[src/rtl/reload_timer_pkg.sv]
package reload_timer_pkg;
  typedef enum logic [1:0] {
    MODE_TOGGLE = 2'd0,
    MODE_LOW    = 2'd1,
    MODE_HIGH   = 2'd2,
    MODE_PWM    = 2'd3
  } outMode_e;

  typedef struct packed {
    logic     restart;
    outMode_e mode;
    logic     pwmInv;
  } tmrCtl_t;

  localparam logic [2:0] ADR_MODE   = 3'd0;
  localparam logic [2:0] ADR_PWMCFG = 3'd1;
  localparam logic [2:0] ADR_RLO    = 3'd2;
  localparam logic [2:0] ADR_RHI    = 3'd3;
  localparam logic [2:0] ADR_CTRL   = 3'd4;
  localparam logic [2:0] ADR_CNTLO  = 3'd5;
  localparam logic [2:0] ADR_CNTHI  = 3'd6;
endpackage

[src/rtl/reload_timer_ctrl.sv]
module reload_timer_ctrl
  import reload_timer_pkg::*;
#(
  parameter int CNT_W = 8,
  localparam int NIB_W = CNT_W / 2
) (
  input  logic             clk,
  input  logic             rst,
  input  logic             wrEn,
  input  logic [2:0]       addr,
  input  logic [NIB_W-1:0] wrData,
  input  logic [CNT_W-1:0] count,
  input  logic             ovf,
  output tmrCtl_t          ctl,
  output logic [CNT_W-1:0] reloadVal,
  output logic [NIB_W-1:0] rdData,
  output logic             outEnable,
  output logic             irqFlag,
  output logic             wdResetReq
);
  outMode_e         modeReg;
  logic             outEnReg;
  logic             invReg;
  logic [NIB_W-1:0] stageLo;
  logic             wdEnable;

  logic ctrlWrite, clearStrobe, restartStrobe;
  assign ctrlWrite     = wrEn && (addr == ADR_CTRL);
  assign clearStrobe   = ctrlWrite && wrData[1];
  assign restartStrobe = ctrlWrite && wrData[2];

  always_ff @(posedge clk) begin
    if (rst) begin
      modeReg   <= MODE_TOGGLE;
      outEnReg  <= 1'b0;
      invReg    <= 1'b0;
      stageLo   <= '0;
      reloadVal <= '0;
      wdEnable  <= 1'b0;
    end else if (wrEn) begin
      case (addr)
        ADR_MODE: begin
          modeReg  <= outMode_e'(wrData[1:0]);
          outEnReg <= wrData[2];
        end
        ADR_PWMCFG: invReg    <= wrData[0];
        ADR_RLO:    stageLo   <= wrData;
        ADR_RHI:    reloadVal <= {wrData, stageLo};
        ADR_CTRL:   wdEnable  <= wrData[0];
        default: ;
      endcase
    end
  end

  always_ff @(posedge clk) begin
    if (rst) begin
      irqFlag    <= 1'b0;
      wdResetReq <= 1'b0;
    end else begin
      if (ovf)              irqFlag <= 1'b1;
      else if (clearStrobe) irqFlag <= 1'b0;
      wdResetReq <= ovf && wdEnable;
    end
  end

  assign ctl.restart = restartStrobe;
  assign ctl.mode    = modeReg;
  assign ctl.pwmInv  = invReg;
  assign outEnable   = outEnReg;

  always_comb begin
    rdData = '0;
    case (addr)
      ADR_MODE:   rdData = NIB_W'({outEnReg, modeReg});
      ADR_PWMCFG: rdData = NIB_W'(invReg);
      ADR_RLO:    rdData = reloadVal[NIB_W-1:0];
      ADR_RHI:    rdData = reloadVal[CNT_W-1:NIB_W];
      ADR_CTRL:   rdData = NIB_W'({irqFlag, wdEnable});
      ADR_CNTLO:  rdData = count[NIB_W-1:0];
      ADR_CNTHI:  rdData = count[CNT_W-1:NIB_W];
      default:    rdData = '0;
    endcase
  end

  // the flag only drops after a clear write.
  assert_flag_clear_R4: assert property (@(posedge clk) disable iff (rst)
    $fell(irqFlag) |-> $past(clearStrobe));
  // a reset request needs an overflow with the watchdog armed.
  assert_wd_cause_R5: assert property (@(posedge clk) disable iff (rst)
    wdResetReq |-> $past(ovf && wdEnable));
endmodule

[src/rtl/reload_timer_dp.sv]
module reload_timer_dp
  import reload_timer_pkg::*;
#(
  parameter int CNT_W = 8
) (
  input  logic             clk,
  input  logic             rst,
  input  logic             cntEn,
  input  tmrCtl_t          ctl,
  input  logic [CNT_W-1:0] reloadVal,
  output logic [CNT_W-1:0] count,
  output logic             ovf,
  output logic             pinOut
);
  logic             isPwm, atMax, outReg;
  logic [CNT_W-1:0] startVal;

  assign isPwm    = (ctl.mode == MODE_PWM);
  assign atMax    = (count == {CNT_W{1'b1}});
  assign startVal = isPwm ? '0 : reloadVal;
  assign ovf      = cntEn && atMax && !ctl.restart;

  always_ff @(posedge clk) begin
    if (rst)              count <= '0;
    else if (ctl.restart) count <= startVal;
    else if (cntEn)       count <= atMax ? startVal : count + 1'b1;
  end

  always_ff @(posedge clk) begin
    if (rst) outReg <= 1'b0;
    else if (ovf) begin
      case (ctl.mode)
        MODE_TOGGLE: outReg <= ~outReg;
        MODE_LOW:    outReg <= 1'b0;
        MODE_HIGH:   outReg <= 1'b1;
        default:     outReg <= outReg;
      endcase
    end
  end

  assign pinOut = isPwm ? ((count < reloadVal) ^ ctl.pwmInv) : outReg;

  // the count moves only on a strobe or a restart.
  assert_count_hold_R1: assert property (@(posedge clk) disable iff (rst)
    !$stable(count) |-> $past(cntEn || ctl.restart));
  // an overflow in a timer mode reloads the committed value.
  assert_reload_load_R2: assert property (@(posedge clk) disable iff (rst)
    (ovf && !isPwm) |=> (count == $past(reloadVal)));
  // drive-high mode leaves the pin high after an overflow.
  assert_drive_high_R7: assert property (@(posedge clk) disable iff (rst)
    (ovf && ctl.mode == MODE_HIGH) |=> outReg);
endmodule

[src/rtl/reload_timer.sv]
module reload_timer
  import reload_timer_pkg::*;
#(
  parameter int CNT_W = 8,
  localparam int NIB_W = CNT_W / 2
) (
  input  logic             clk,
  input  logic             rst,
  input  logic             cntEn,
  input  logic             wrEn,
  input  logic [2:0]       addr,
  input  logic [NIB_W-1:0] wrData,
  output logic [NIB_W-1:0] rdData,
  output logic             tmrOut,
  output logic             tmrOutEn,
  output logic             irqFlag,
  output logic             wdResetReq
);
  tmrCtl_t          ctl;
  logic [CNT_W-1:0] reloadVal, count;
  logic             ovf;

  reload_timer_ctrl #(.CNT_W(CNT_W)) u_ctrl (
    .clk(clk), .rst(rst), .wrEn(wrEn), .addr(addr), .wrData(wrData),
    .count(count), .ovf(ovf), .ctl(ctl), .reloadVal(reloadVal),
    .rdData(rdData), .outEnable(tmrOutEn), .irqFlag(irqFlag),
    .wdResetReq(wdResetReq)
  );

  reload_timer_dp #(.CNT_W(CNT_W)) u_dp (
    .clk(clk), .rst(rst), .cntEn(cntEn), .ctl(ctl), .reloadVal(reloadVal),
    .count(count), .ovf(ovf), .pinOut(tmrOut)
  );
endmodule

[config.mk]
export PLATFORM = sky130hd
export DESIGN_NAME = reload_timer
export DESIGN_NICKNAME = d
export VERILOG_FILES = /design/src/rtl/reload_timer_pkg.sv /design/src/rtl/reload_timer_ctrl.sv /design/src/rtl/reload_timer_dp.sv /design/src/rtl/reload_timer.sv
export SDC_FILE = /design/constraint.sdc
export NUM_CORES = 1
export LEC_CHECK = 0
export BUFFER_PORTS_ARGS = -buffer_cell sky130_fd_sc_hd__buf_2
export CAP_MARGIN = 10
export CORE_MARGIN = 10
export CORE_UTILIZATION = 40
export DETAILED_ROUTE_END_ITERATION = 10
export PLACE_DENSITY = 0.66
export SYNTH_ARGS = -nofsm -noshare
export SYNTH_HDL_FRONTEND = slang
export SYNTH_SLANG_ARGS = --single-unit
[constraint.sdc]
create_clock -name clk -period 1.93 [get_ports clk]
set_input_delay 0 -clock clk [delete_from_list [all_inputs] [get_ports clk]]
set_output_delay 0 -clock clk [all_outputs]
set_load 0.01 [all_outputs]
# --- After elaboration in Yosys (flattened, before gate mapping) ---
# Cells that the tools add are included.
# Widths: inputs -> output; s select.
word_totals:
  reg_bits: 28
  inputBits: 11
  output_inout_bits: 8
  word_cells: 51
op_classes:
  addsub: 1
  n_lt_le_gt_ge: 1
  eq_ne: 10
  mux: 9
  n_bitwise: 2
  reduce_logical: 18
ops:
  columns: ["operator", "n"]
  rows:
  - ["$mux 8", 4]
  - ["$pmux 4 s7", 1]
  - ["$reduce_and 2->1", 6]
  - ["$eq 3x3->1 const B", 3]
  - ["$add 8x1->8 const B", 1]
  - ["$eq 8x8->1 const B", 1]
  - ["$lt 8x8->1", 1]
  - ["$eq 3x2->1 const B", 2]
  - ["$logic_and 1x1->1", 6]
  - ["$eq 2x2->1 const B", 2]
  - ["$reduce_bool 2->1", 2]
  - ["$eq 3x1->1 const B", 1]
  - ["$logic_not 3->1", 1]
  - ["$mux 1", 3]
  - ["$pmux 1 s3", 1]
  - ["$reduce_bool 3->1", 1]
  - ["$eq 2x1->1 const B", 1]
  - ["$logic_not 2->1", 1]
  - ["$logic_not 1->1", 1]
  - ["$not 1->1", 1]
  - ["$xor 1x1->1", 1]

# --- Logic depth before layout (Yosys ltp) ---
# Gate-level depths: netlist (run 1).
depth:
  word_depth: 6
  depth_mapped: 7
  depth_no_buf: 7

# --- Hierarchy ---
# From an unflattened synthesis (run 1), not the netlist that was laid out.
unflattened:
  hier_cells: 219
  area_unflattened_um2: 1891.8
modules_own_cells:
  columns: ["mod", "n_inst", "cells_each", "area_per_inst_um2", "seq_area_each_um2"]
  rows:
  - ["reload_timer_ctrl", 1, 107, 1007.2, 380.4]
  - ["reload_timer_dp", 1, 112, 884.6, 180.2]

# --- Worst setup path after synthesis (run 1) ---
# OpenSTA, ideal clock, no wires.
synth_timing:
  kind: "reg2reg"
  startpoint: "register u_dp.count[0]"
  endpoint: "register u_dp.count[0]"
  setup_ps: 74
  t_arrival_ps: 1580
  t_required_ps: 1856
  slack_ps: 276
  path_stages_with_launch: 6
  n_path_buf: 0
  period_less_slack_ps: 1654
  path_cell_list: "dfxtp_1 -> ha_1 -> nand4_1 -> and2_4 -> or4b_1 -> a31oi_1"
synth_via:
  elab_chain_cells: 4
  elab_cells_between_ends: 5
  cone_classes: "add/sub: 1; eq/ne: 1; mux: 3"
synth_rtl:
  columns: ["item", "line_no", "rtl"]
  rows:
  - ["from (decl)", "reload_timer_dp.sv:11", "output logic [CNT_W-1:0] count,"]
  - ["from (signal assigned)", "reload_timer_dp.sv:25", "else if (ctl.restart) count <= startVal;"]
  - ["from (signal assigned)", "reload_timer_dp.sv:26", "else if (cntEn) count <= atMax ? startVal : count + 1'b1;"]
  - ["$add 8x1->8 / $eq 8x8->1 (equally long branches)", "reload_timer_dp.sv:26, reload_timer_dp.sv:19", null]
  - ["$mux 8 * (2 in a row)", "reload_timer_dp.sv:26", null]
  - ["$mux 8 *", "reload_timer_dp.sv:25", null]
# Every way passes the cells marked *; elsewhere a longest branch is shown, timed or not. The select of a mux whose other input is x is not followed.
# A chain may end at the register's enable or synchronous reset.

# --- Final worst setup path (run 1) ---
layout_timing:
  startpoint: "register u_ctrl.reloadVal[5]"
  endpoint: "output tmrOut"
layout_via:
  elab_chain_cells: 3
layout_rtl:
  columns: ["item", "line_no", "rtl"]
  rows:
  - ["from (decl)", "reload_timer_ctrl.sv:15", "output logic [CNT_W-1:0] reloadVal,"]
  - ["from (signal assigned)", "reload_timer_ctrl.sv:48", "ADR_RHI: reloadVal <= {wrData, stageLo};"]
  - ["$lt 8x8->1", "reload_timer_dp.sv:41", "assign pinOut = isPwm ? ((count < reloadVal) ^ ctl.pwmInv) : outReg;"]
  - ["$xor 1x1->1", "reload_timer_dp.sv:41", null]
  - ["$mux 1", "reload_timer_dp.sv:41", null]
  - ["to (decl)", "reload_timer.sv:14", "output logic tmrOut,"]
# No other way between the ends.

==> flow_metrics.tcl, run 1 <==
set metrics [dict create \
    status "completed" \
    wl_per_cell_um 15.4 \
    period_needed_ns 1.79 \
    cts-root-buf "clkbuf_8" \
    min_path_cells 3 \
    antenna_found_initial 0 \
    path_cells "inv_1, ha_1, a21oi_1, o21ai_0, a21oi_1, xnor2_1, a21oi_1, buf_2" \
    reg2reg_depth 5 \
    h-tree-depth 1 \
    synth_area_um2 1700 \
    grt_pass1_wl_mm 7.43 \
    n_fill_cell 394 \
    drt-total-wl_mm 4.46 \
    clk_path_buf_depth 2 \
    clock-sinks 28 \
    ys_seq_area_frac 0.330 \
    cts_setup_buffers 0 \
    cpPeakStageDelay_ns 0.37 \
    clk_latency_ns 0.28 \
    drt_iter0_markers 158 \
    rr_endpoint "u_dp.count[0]" \
    layout_common_cells "nand2_1, a21oi_1, dfxtp_1, nor2_1, buf_2" \
    final-setup-viol-count 0 \
    fmax_ghz 0.559 \
    syn_inst 215 \
    nets 261 \
    crit_top_cell "a21oi_1" \
    grt_max_degree 30 \
    arrival_ns 1.79 \
    grt_pass1_vias 1510 \
    drtAntennaViolNets 0 \
    synth_warnings 0 \
    pwr_density_cell_nw_per_um2 607 \
    regArea_um2 566 \
    crit_path_start_kind "flop" \
    io_buffers 18 \
    cts.clk_slew.worst_paths_ns 0.09 \
    die_h_um 85.2 \
    gp_congestion 0.920 \
    final_common_cell "nand2_1" \
    cts_tree "yes" \
    syn_nets 236 \
    p_leak_nw 0.783 \
    crit_type "reg2out" \
    synth_edf_count 0 \
    min_period_over_period 0.927 \
    synthFlopType "dfxtp_1" \
    vias_per_cell 5.63 \
    io_pins 19 \
    die_area_um2 7260 \
    die_x_um 85.2 \
    vias 1626 \
    min_to "u_ctrl.reloadVal[4]" \
    start_util 0.419 \
    rsz0062_at_grt "no" \
    drv_cap 0 \
    maxSlewHeadroom 0.642 \
    drive_gt1_frac 0.180 \
    synth_seq_cells 28 \
    crit_path_top_delay_cell "dfxtp_2" \
    synth.distinct_cells 41 \
    setup_tns_ns 0 \
    drv_slew 0 \
    numCtsBuffers 3 \
    async_reset_ff_frac 0 \
    firstDrtPassIters 4 \
    syn_to_final_growth_pct 17.1 \
    route.detailed.drc 0 \
    antenna_cells 0 \
    crit_path_end_kind "output port" \
    multi_input_area_um2 1070 \
    critPathRequiredTime_ns 1.93 \
    hold_class "in2reg" \
    num_rows 23 \
    pre_cts_ws_ns 0.184 \
    r2r_slack_ns 0.16 \
    grt-ovfl-total 0 \
    hp-start "wrData[0]" \
    skew_ns 0.00760 \
    tightestPinTransition_ns 0.537 \
    setup_ws_ns 0.140 \
    post-route-util 0.491 \
    power_w 0.00121 \
    final-hold-violation-count 0 \
    vdd_ir_drop_max_mv 0.522 \
    path_max_fanout 4 \
    syn_area_per_cell_um2 7.91 \
    core_area_um2 4060 \
    grt_use_total 0.123 \
    r2r_start "u_dp.count[5]" \
    hpwl_mm 3.30 \
]
[metal layers]
metal | part of all wire | vias up | wire, µm | GRT usage
met4 | 0.014 | 0 | 62 | 0.0449
li1 | - | 814 | - | -
met2 | 0.45 | 61 | 2020 | 0.184
met5 | 0 | - | 0 | 0
met1 | 0.46 | 747 | 2060 | 0.164
met3 | 0.070 | 4 | 313 | 0.0325
[through the flow]
| step | instance area [µm²] | std cells | hold slack [ns] |
|---|---|---|---|
| after CTS | 1980 | 289 | 0.00615 |
| after global routing | 1990 | 289 | 0.00737 |
| after floorplan | 1700 | 215 | 0.136 |
| after global placement | 1890 | 283 | 0.261 |
| after detailed placement | 1890 | 283 | 0.270 |
| final | 1990 | 289 | 0.0154 |
[logic make-up after synthesis]
kind of cell / count (synthesis) / synth area share
fa+ha+maj: 10 / 0.0736
xor+xnor: 1 / 0.00515
compound gates: 51 / 0.180
flops: 28 / 0.330
simple gates: 93 / 0.283
mux: 13 / 0.0868
buf+inv: 19 / 0.0419
[where the power goes]
part           switching, W  internal, W
Sequential       0.00000821     0.000588
Combinational     0.0000867    0.0000606
Clock              0.000187     0.000278
[how the worst max path moves through the flow]
stage | startpoint | endpoint | depth (start not counted)
2_1_floorplan | u_dp.count[0] | u_dp.count[0] | 5
3_3_place_gp | u_dp.count[5] | u_dp.count[0] | 5
3_5_place_dp | u_dp.count[5] | u_dp.count[0] | 5
4_1_cts | u_ctrl.reloadVal[5] | tmrOut | 8
5_1_grt | u_dp.count[1] | tmrOut | 8
6_report | u_ctrl.reloadVal[5] | tmrOut | 8
[state kept, by name (all words and copies together), names as in the netlist]
name / count
u_ctrl.modeReg: 2
u_dp.outReg: 1
u_ctrl.wdEnable: 1
u_ctrl.invReg: 1
u_dp.count: 8
u_ctrl.stageLo: 4
u_ctrl.reloadVal: 8
u_ctrl.outEnable: 1
u_ctrl.wdResetReq: 1
u_ctrl.irqFlag: 1
[synthesized netlist by cell type, types with 2 or more instances]
library cell	number	area, µm²
nand2_1	29	109
dfxtp_1	28	561
a21oi_1	25	125
nor2_1	19	71.3
mux2i_1	11	110
clkbuf_1	10	37.5
ha_1	10	125
inv_1	9	33.8
nand3_1	9	45.0
nor3_1	6	30.0
o21ai_0	6	30.0
nor2b_1	5	31.3
nor3b_1	5	37.5
a22oi_1	4	30.0
a31oi_1	4	25.0
and2_1	3	18.8
and3_1	3	18.8
nand2b_1	3	18.8
and2_4	2	17.5
and4_1	2	17.5
o22ai_1	2	12.5
[critical path: cells and delay by family (launching register included)]
| kind | cells | cell delay [ns] |
|---|---|---|
| xor+xnor | 1 | 0.14 |
| compound gates | 4 | 0.50 |
| buf+inv | 2 | 0.20 |
| fa+ha+maj | 1 | 0.31 |
| flops | 1 | 0.37 |
[cell type report]
type,instances,area share
Inverter,9,0.0170
Multi-Input combinational cell,168,0.539
Tap cell,50,0.0314
Clock buffer,3,0.0207
Clock inverter,1,0.0151
Timing Repair Buffer,30,0.0930
Sequential cell,28,0.284
[timing repair]
item / 4_1_cts / 5_1_grt
hold endpoints to repair: 3 / 0
resized for setup: 0 / 6
hold buffers: 2 / 0
setup endpoints to repair: 0 / 1
Note: power is estimated with default switching activity, not from simulation.
==> run 2, diff against run 1 <==
Clock period 1.93 ns to 2.14 ns, I/O delays scaled along.
==> flow_metrics.tcl, run 2 (synthesis results as in run 1) <==
set metrics [dict create \
    setup_tns_ns 0 \
    drive_gt1_frac 0.138 \
    design_area_um2 1930 \
    vdd_ir_drop_max_mv 0.466 \
    sw_frac_of_total 0.240 \
    hold_class "in2reg" \
    grt_use_total 0.124 \
    min_path_cells 3 \
    cts_resized 0 \
    grt-ovfl-total 0 \
    num_rows 23 \
    fmax_ghz 0.525 \
    share_comb_of_total_power 0.107 \
    period_needed_ns 1.90 \
    antenna_found_initial 0 \
    p_int_w 0.000828 \
    die_x_um 85.2 \
    fin_cells 282 \
    hp-start "wrData[1]" \
    vias_per_cell 5.70 \
    clock-sinks 28 \
    cts_setup_buffers 0 \
    rsz0062_at_grt "no" \
    tightestPinTransition_ns 0.563 \
    h-tree-depth 1 \
    drv_slew 0 \
    cts-root-buf "clkbuf_8" \
    grt_max_degree 30 \
    pwr_density_cell_nw_per_um2 566 \
    clk_latency_ns 0.28 \
    switchingPower_w 0.000262 \
    grt_pass1_wl_mm 7.51 \
    arrival_ns 2.11 \
    cts.clk_slew.worst_paths_ns 0.11 \
    grt_pass1_vias 1457 \
    status "completed" \
    start_util 0.419 \
    min_to "u_ctrl.reloadVal[5]" \
    crit_path_start_kind "flop" \
    numCtsBuffers 3 \
    maxSlewHeadroom 0.624 \
    path_cells "ha_1, nand4_1, a21oi_1, nand3_1, a211oi_1" \
    pwr-share-seq 0.498 \
    placed_cells 277 \
    antenna_cells 0 \
    placed_cell_area_um2 1850 \
    layout_common_cells "nand2_1, dfxtp_1, a21oi_1, nor2_1, buf_2" \
    cts_hold_buf 1 \
    core_area_um2 4060 \
    r2r_start "u_dp.count[1]" \
    p_leak_nw 0.743 \
    crit_path_end_kind "flop" \
    drt-total-wl_mm 4.56 \
    drt_iter0_markers 155 \
    min_period_over_period 0.889 \
    final_common_cell "nand2_1" \
    reg_top3 "u_ctrl.reloadVal (8), u_dp.count (8), u_ctrl.stageLo (4)" \
    path_max_fanout 7 \
    cts_tree "yes" \
    die_area_um2 7260 \
    route.detailed.drc 0 \
    cpPeakStageDelay_ns 0.52 \
    io_pins 19 \
    r2r_slack_ns 0.24 \
    firstDrtPassIters 4 \
    critPathRequiredTime_ns 2.35 \
    crit_path_top_delay_cell "a21oi_1" \
    vias 1606 \
    gp_congestion 0.900 \
    clk_path_buf_depth 2 \
    nets 254 \
    crit_type "reg2reg" \
    skew_ns 0.00799 \
    final-hold-violation-count 0 \
    drtAntennaViolNets 0 \
    rr_endpoint "u_dp.count[2]" \
    drv_cap 0 \
    die_h_um 85.2 \
    syn_to_final_growth_pct 13.3 \
    io_buffers 18 \
    final-setup-viol-count 0 \
    pwr-share-clk 0.395 \
    hpwl_mm 3.34 \
    wl_per_cell_um 16.2 \
    reg2reg_depth 5 \
]
## run 2: cell types whose count changed in the layout (fill, tap and decap cells not counted), sizes merged
cell / previous run / this run
buf: 28 / 22
dlygate4sd3: 2 / 1
## run 2: power by group through the flow
| stage | Combinational (W) | Sequential (W) | Clock (W) |
|---|---|---|---|
| after floorplan | 0.0000788 | 0.000551 | 0 |
| after global placement | 0.000116 | 0.000554 | 0 |
| after detailed placement | 0.000114 | 0.000555 | 0 |
| after CTS | 0.000116 | 0.000542 | 0.000437 |
| after global routing | 0.000131 | 0.000544 | 0.000454 |
| final | 0.000117 | 0.000543 | 0.000430 |
## run 2: how the worst max path moves through the flow
stage | start | endpoint | slack, ns | cells past startpoint
floorplan | u_dp.count[0] | u_dp.count[0] | 0.49 | 5
global placement | u_dp.count[0] | u_dp.count[0] | 0.39 | 5
detailed placement | u_dp.count[1] | u_dp.count[0] | 0.31 | 5
CTS | u_ctrl.reloadVal[2] | tmrOut | 0.24 | 8
global route | u_dp.count[1] | u_dp.count[2] | 0.04 | 5
finish | u_dp.count[1] | u_dp.count[2] | 0.24 | 5
## run 2: area by class of cell
class | instances | area, µm²
clock inverters | 1 | 30.0
repair buffers | 23 | 130
well taps | 50 | 62.6
flip-flops and latches | 28 | 561
fillers | 407 | 2130
multi-input cells | 168 | 1070
inverters | 9 | 33.8
clock buffers | 3 | 41.3
## run 2: per-layer routing
metal | wire [µm] | global-route usage
met3 | 286 | 0.0335
met4 | 55 | 0.0269
met5 | 0 | 0
met1 | 2180 | 0.168
met2 | 2040 | 0.189
## run 2: per-stage QoR
stage / hold WS [ns] / util / setup WS [ns] / power, W
after detailed placement: 0.273 / 0.455 / 0.312 / 0.000669
after global routing: 0.0244 / 0.475 / 0.0409 / 0.00113
final: 0.00465 / 0.475 / 0.237 / 0.00109
after CTS: 0.00230 / 0.475 / 0.245 / 0.00110
after floorplan: 0.136 / - / 0.486 / 0.000630
after global placement: 0.262 / 0.455 / 0.387 / 0.000669
## run 2: worst max-delay path, delay by kind of cell (launching register included)
family	cells	cell delay [ns]
AOI/OAI and AO/OA	2	0.72
adders and majority gates	1	0.30
DFF	1	0.47
and+or+nand+nor	2	0.34
==> run 3, diff against run 2 <==
Settings changed: CTS_CLUSTER_DIAMETER from default to 100, SYNTH_HIERARCHICAL from default to 1.
==> flow_metrics.tcl, run 3 <==
set metrics [dict create \
    num_rows 24 \
    final-hold-violation-count 0 \
    synth_commonest_cells "dfxtp_1, nand2_1, nor2_1" \
    cts_setup_buffers 0 \
    reg_top3 "u_ctrl/reloadVal (8), u_dp/count (8), u_ctrl/stageLo (4)" \
    met2_usage 0.193 \
    crit_type "reg2out" \
    synth_area_um2 1890 \
    r2r_start "u_dp/count[0]" \
    async_reset_ff_frac 0 \
    yosysMostFrequentCell "dfxtp_1" \
    rr_endpoint "u_dp/count[0]" \
    io_pins 19 \
    h-tree-depth 1 \
    gr-usage-met1 0.164 \
    io_buffers 18 \
    grt_pass1_wl_mm 7.68 \
    firstDrtPassIters 4 \
    grt_use_met3 0.0303 \
    share_comb_of_total_power 0.139 \
    route.detailed.drc 0 \
    status "completed" \
    hold_class "in2reg" \
    crit_path_end_kind "output port" \
    skew_ns 0.00866 \
    tightestPinTransition_ns 0.547 \
    synth.distinct_cells 62 \
    layout_common_cells "dfxtp_1, nand2_1, nor2_1, buf_2, a21oi_1" \
    cts_resized 0 \
    crit_path_start_kind "flop" \
    r2r_slack_ns 0.43 \
    cts_tree "yes" \
    p_leak_nw 0.798 \
    grt_use_total 0.123 \
    hpwl_mm 3.39 \
    drt-total-wl_mm 4.57 \
    pwr_density_cell_nw_per_um2 502 \
    vias_per_cell 5.68 \
    clock-sinks 28 \
    synth_warnings 6 \
    wl_per_cell_um 16.2 \
    ys_seq_area_frac 0.296 \
    core_area_um2 4470 \
    critPathRequiredTime_ns 2.14 \
    synth_edf_count 0 \
    whs_ns 0.0210 \
    clk_latency_ns 0.27 \
    cp-endpoint "tmrOut" \
    path_max_fanout 6 \
    min_period_over_period 0.909 \
    setup_tns_ns 0 \
    yosysTopAreaCell "dfxtp_1" \
    pwr-share-seq 0.544 \
    final_common_cell "dfxtp_1" \
    cts-root-buf "clkbuf_8" \
    syn_to_final_growth_pct 7.47 \
    sw_frac_of_total 0.257 \
    fin_cells 282 \
    fmax_ghz 0.514 \
    drtAntennaViolNets 0 \
    vias 1603 \
    maxSlewHeadroom 0.635 \
    vdd_ir_drop_max_mv 0.365 \
    drv_slew 0 \
    drt_iter0_markers 236 \
    cts.clk_slew.worst_paths_ns 0.09 \
    die_x_um 88.8 \
    die_h_um 88.8 \
    antenna_found_initial 0 \
    crit_start "u_dp/count[1]" \
    switchingPower_w 0.000263 \
    grt_pass1_vias 1518 \
    reg2reg_depth 5 \
    grt_max_degree 31 \
    synth_seq_cells 28 \
    final-setup-viol-count 0 \
    antenna_cells 0 \
    p_int_w 0.000758 \
    synthFlopType "dfxtp_1" \
    grt-ovfl-total 0 \
    syn_inst 219 \
    drive_gt1_frac 0.170 \
    pwr-share-clk 0.317 \
    numCtsBuffers 3 \
    drv_cap 0 \
    placed_cells 276 \
    arrival_ns 1.95 \
    top_usage_layer "met2" \
    die_area_um2 7880 \
    syn_area_per_cell_um2 8.64 \
    netlist.area_leader.share 0.296 \
    syn_nets 240 \
    rsz0062_at_grt "no" \
    start_util 0.423 \
    yosys-top-cells-area "dfxtp_1, ha_1, mux2i_1" \
    gp_congestion 0.924 \
    nets 252 \
    clk_path_buf_depth 2 \
    period_needed_ns 1.95 \
]
## run 3: cell types whose count changed in the layout (fill, tap and decap cells not counted), moves of 3 or more
cell / change
a22oi_1: -3
nor3b_1: -3
a311oi_1: +3
a21oi_1: -8
nand3_1: -4
nand2_1: -7
## run 3: repair_timing
item / 4_1_cts / 5_1_grt
endpoints found under the setup margin: 0 / 0
hold endpoints to repair: 3 / 0
hold buffers: 2 / 0
## run 3: per-layer routing
| layer | part of all wire | vias to the layer above |
|---|---|---|
| met5 | 0 | - |
| met4 | 0.013 | 0 |
| met3 | 0.046 | 6 |
| met2 | 0.47 | 30 |
| met1 | 0.47 | 755 |
| li1 | - | 812 |
## run 3: cell families (layout without fill, tap and decap cells)
logic type	count (synthesis)	after routing	share of synthesized area
simple gates	89	89	0.280
compound gates	50	50	0.189
mux	14	14	0.0833
buf+inv	26	37	0.0767
flops	28	28	0.296
fa+ha+maj	10	10	0.0661
xor+xnor	2	2	0.00926
## run 3: metrics by stage
step / utilization / cell area, µm² / power [W] / worst slack, ns
finish: 0.454 / 2030 / 0.00102 / 0.194
floorplan: - / 1890 / 0.000666 / 0.665
global placement: 0.438 / 1960 / 0.000703 / 0.423
detailed placement: 0.438 / 1960 / 0.000704 / 0.384
CTS: 0.454 / 2030 / 0.00103 / 0.227
global route: 0.454 / 2030 / 0.00108 / 0.0294
## run 3: area by class of cell
cell class,instances,area [µm²]
fillers,439,2440
multi-input cells,165,1190
flip-flops and latches,28,561
repair buffers,22,125
well taps,52,65.1
clock buffers,4,55.1
inverters,11,41.3
## run 3: worst min path at each step
stage / start / to / slack [ns] / depth (start not counted)
floorplan: wrData[2] / u_ctrl/reloadVal[6] / 0.14 / 2
global placement: wrData[3] / u_ctrl/stageLo[3] / 0.26 / 3
detailed placement: wrData[3] / u_ctrl/stageLo[3] / 0.27 / 3
CTS: wrData[2] / u_ctrl/reloadVal[6] / 0.004 / 3
global route: wrData[2] / u_ctrl/reloadVal[6] / 0.01 / 3
finish: wrData[2] / u_ctrl/reloadVal[6] / 0.02 / 3
## run 3: worst max-delay path, stage by stage, from the launching register on
cell      delay, ns
dfxtp_1        0.47
ha_1           0.28
o21ai_0        0.14
o21ai_0        0.19
a2111o_1       0.42
nand3_1        0.06
buf_2          0.13
## run 3: power groups by stage
stage / clock [W] / sequential [W] / combinational (W)
4_1_cts: 0.000338 / 0.000556 / 0.000140
3_3_place_gp: 0 / 0.000568 / 0.000135
6_report: 0.000323 / 0.000556 / 0.000142
3_5_place_dp: 0 / 0.000568 / 0.000137
5_1_grt: 0.000367 / 0.000559 / 0.000157
2_1_floorplan: 0 / 0.000560 / 0.000106
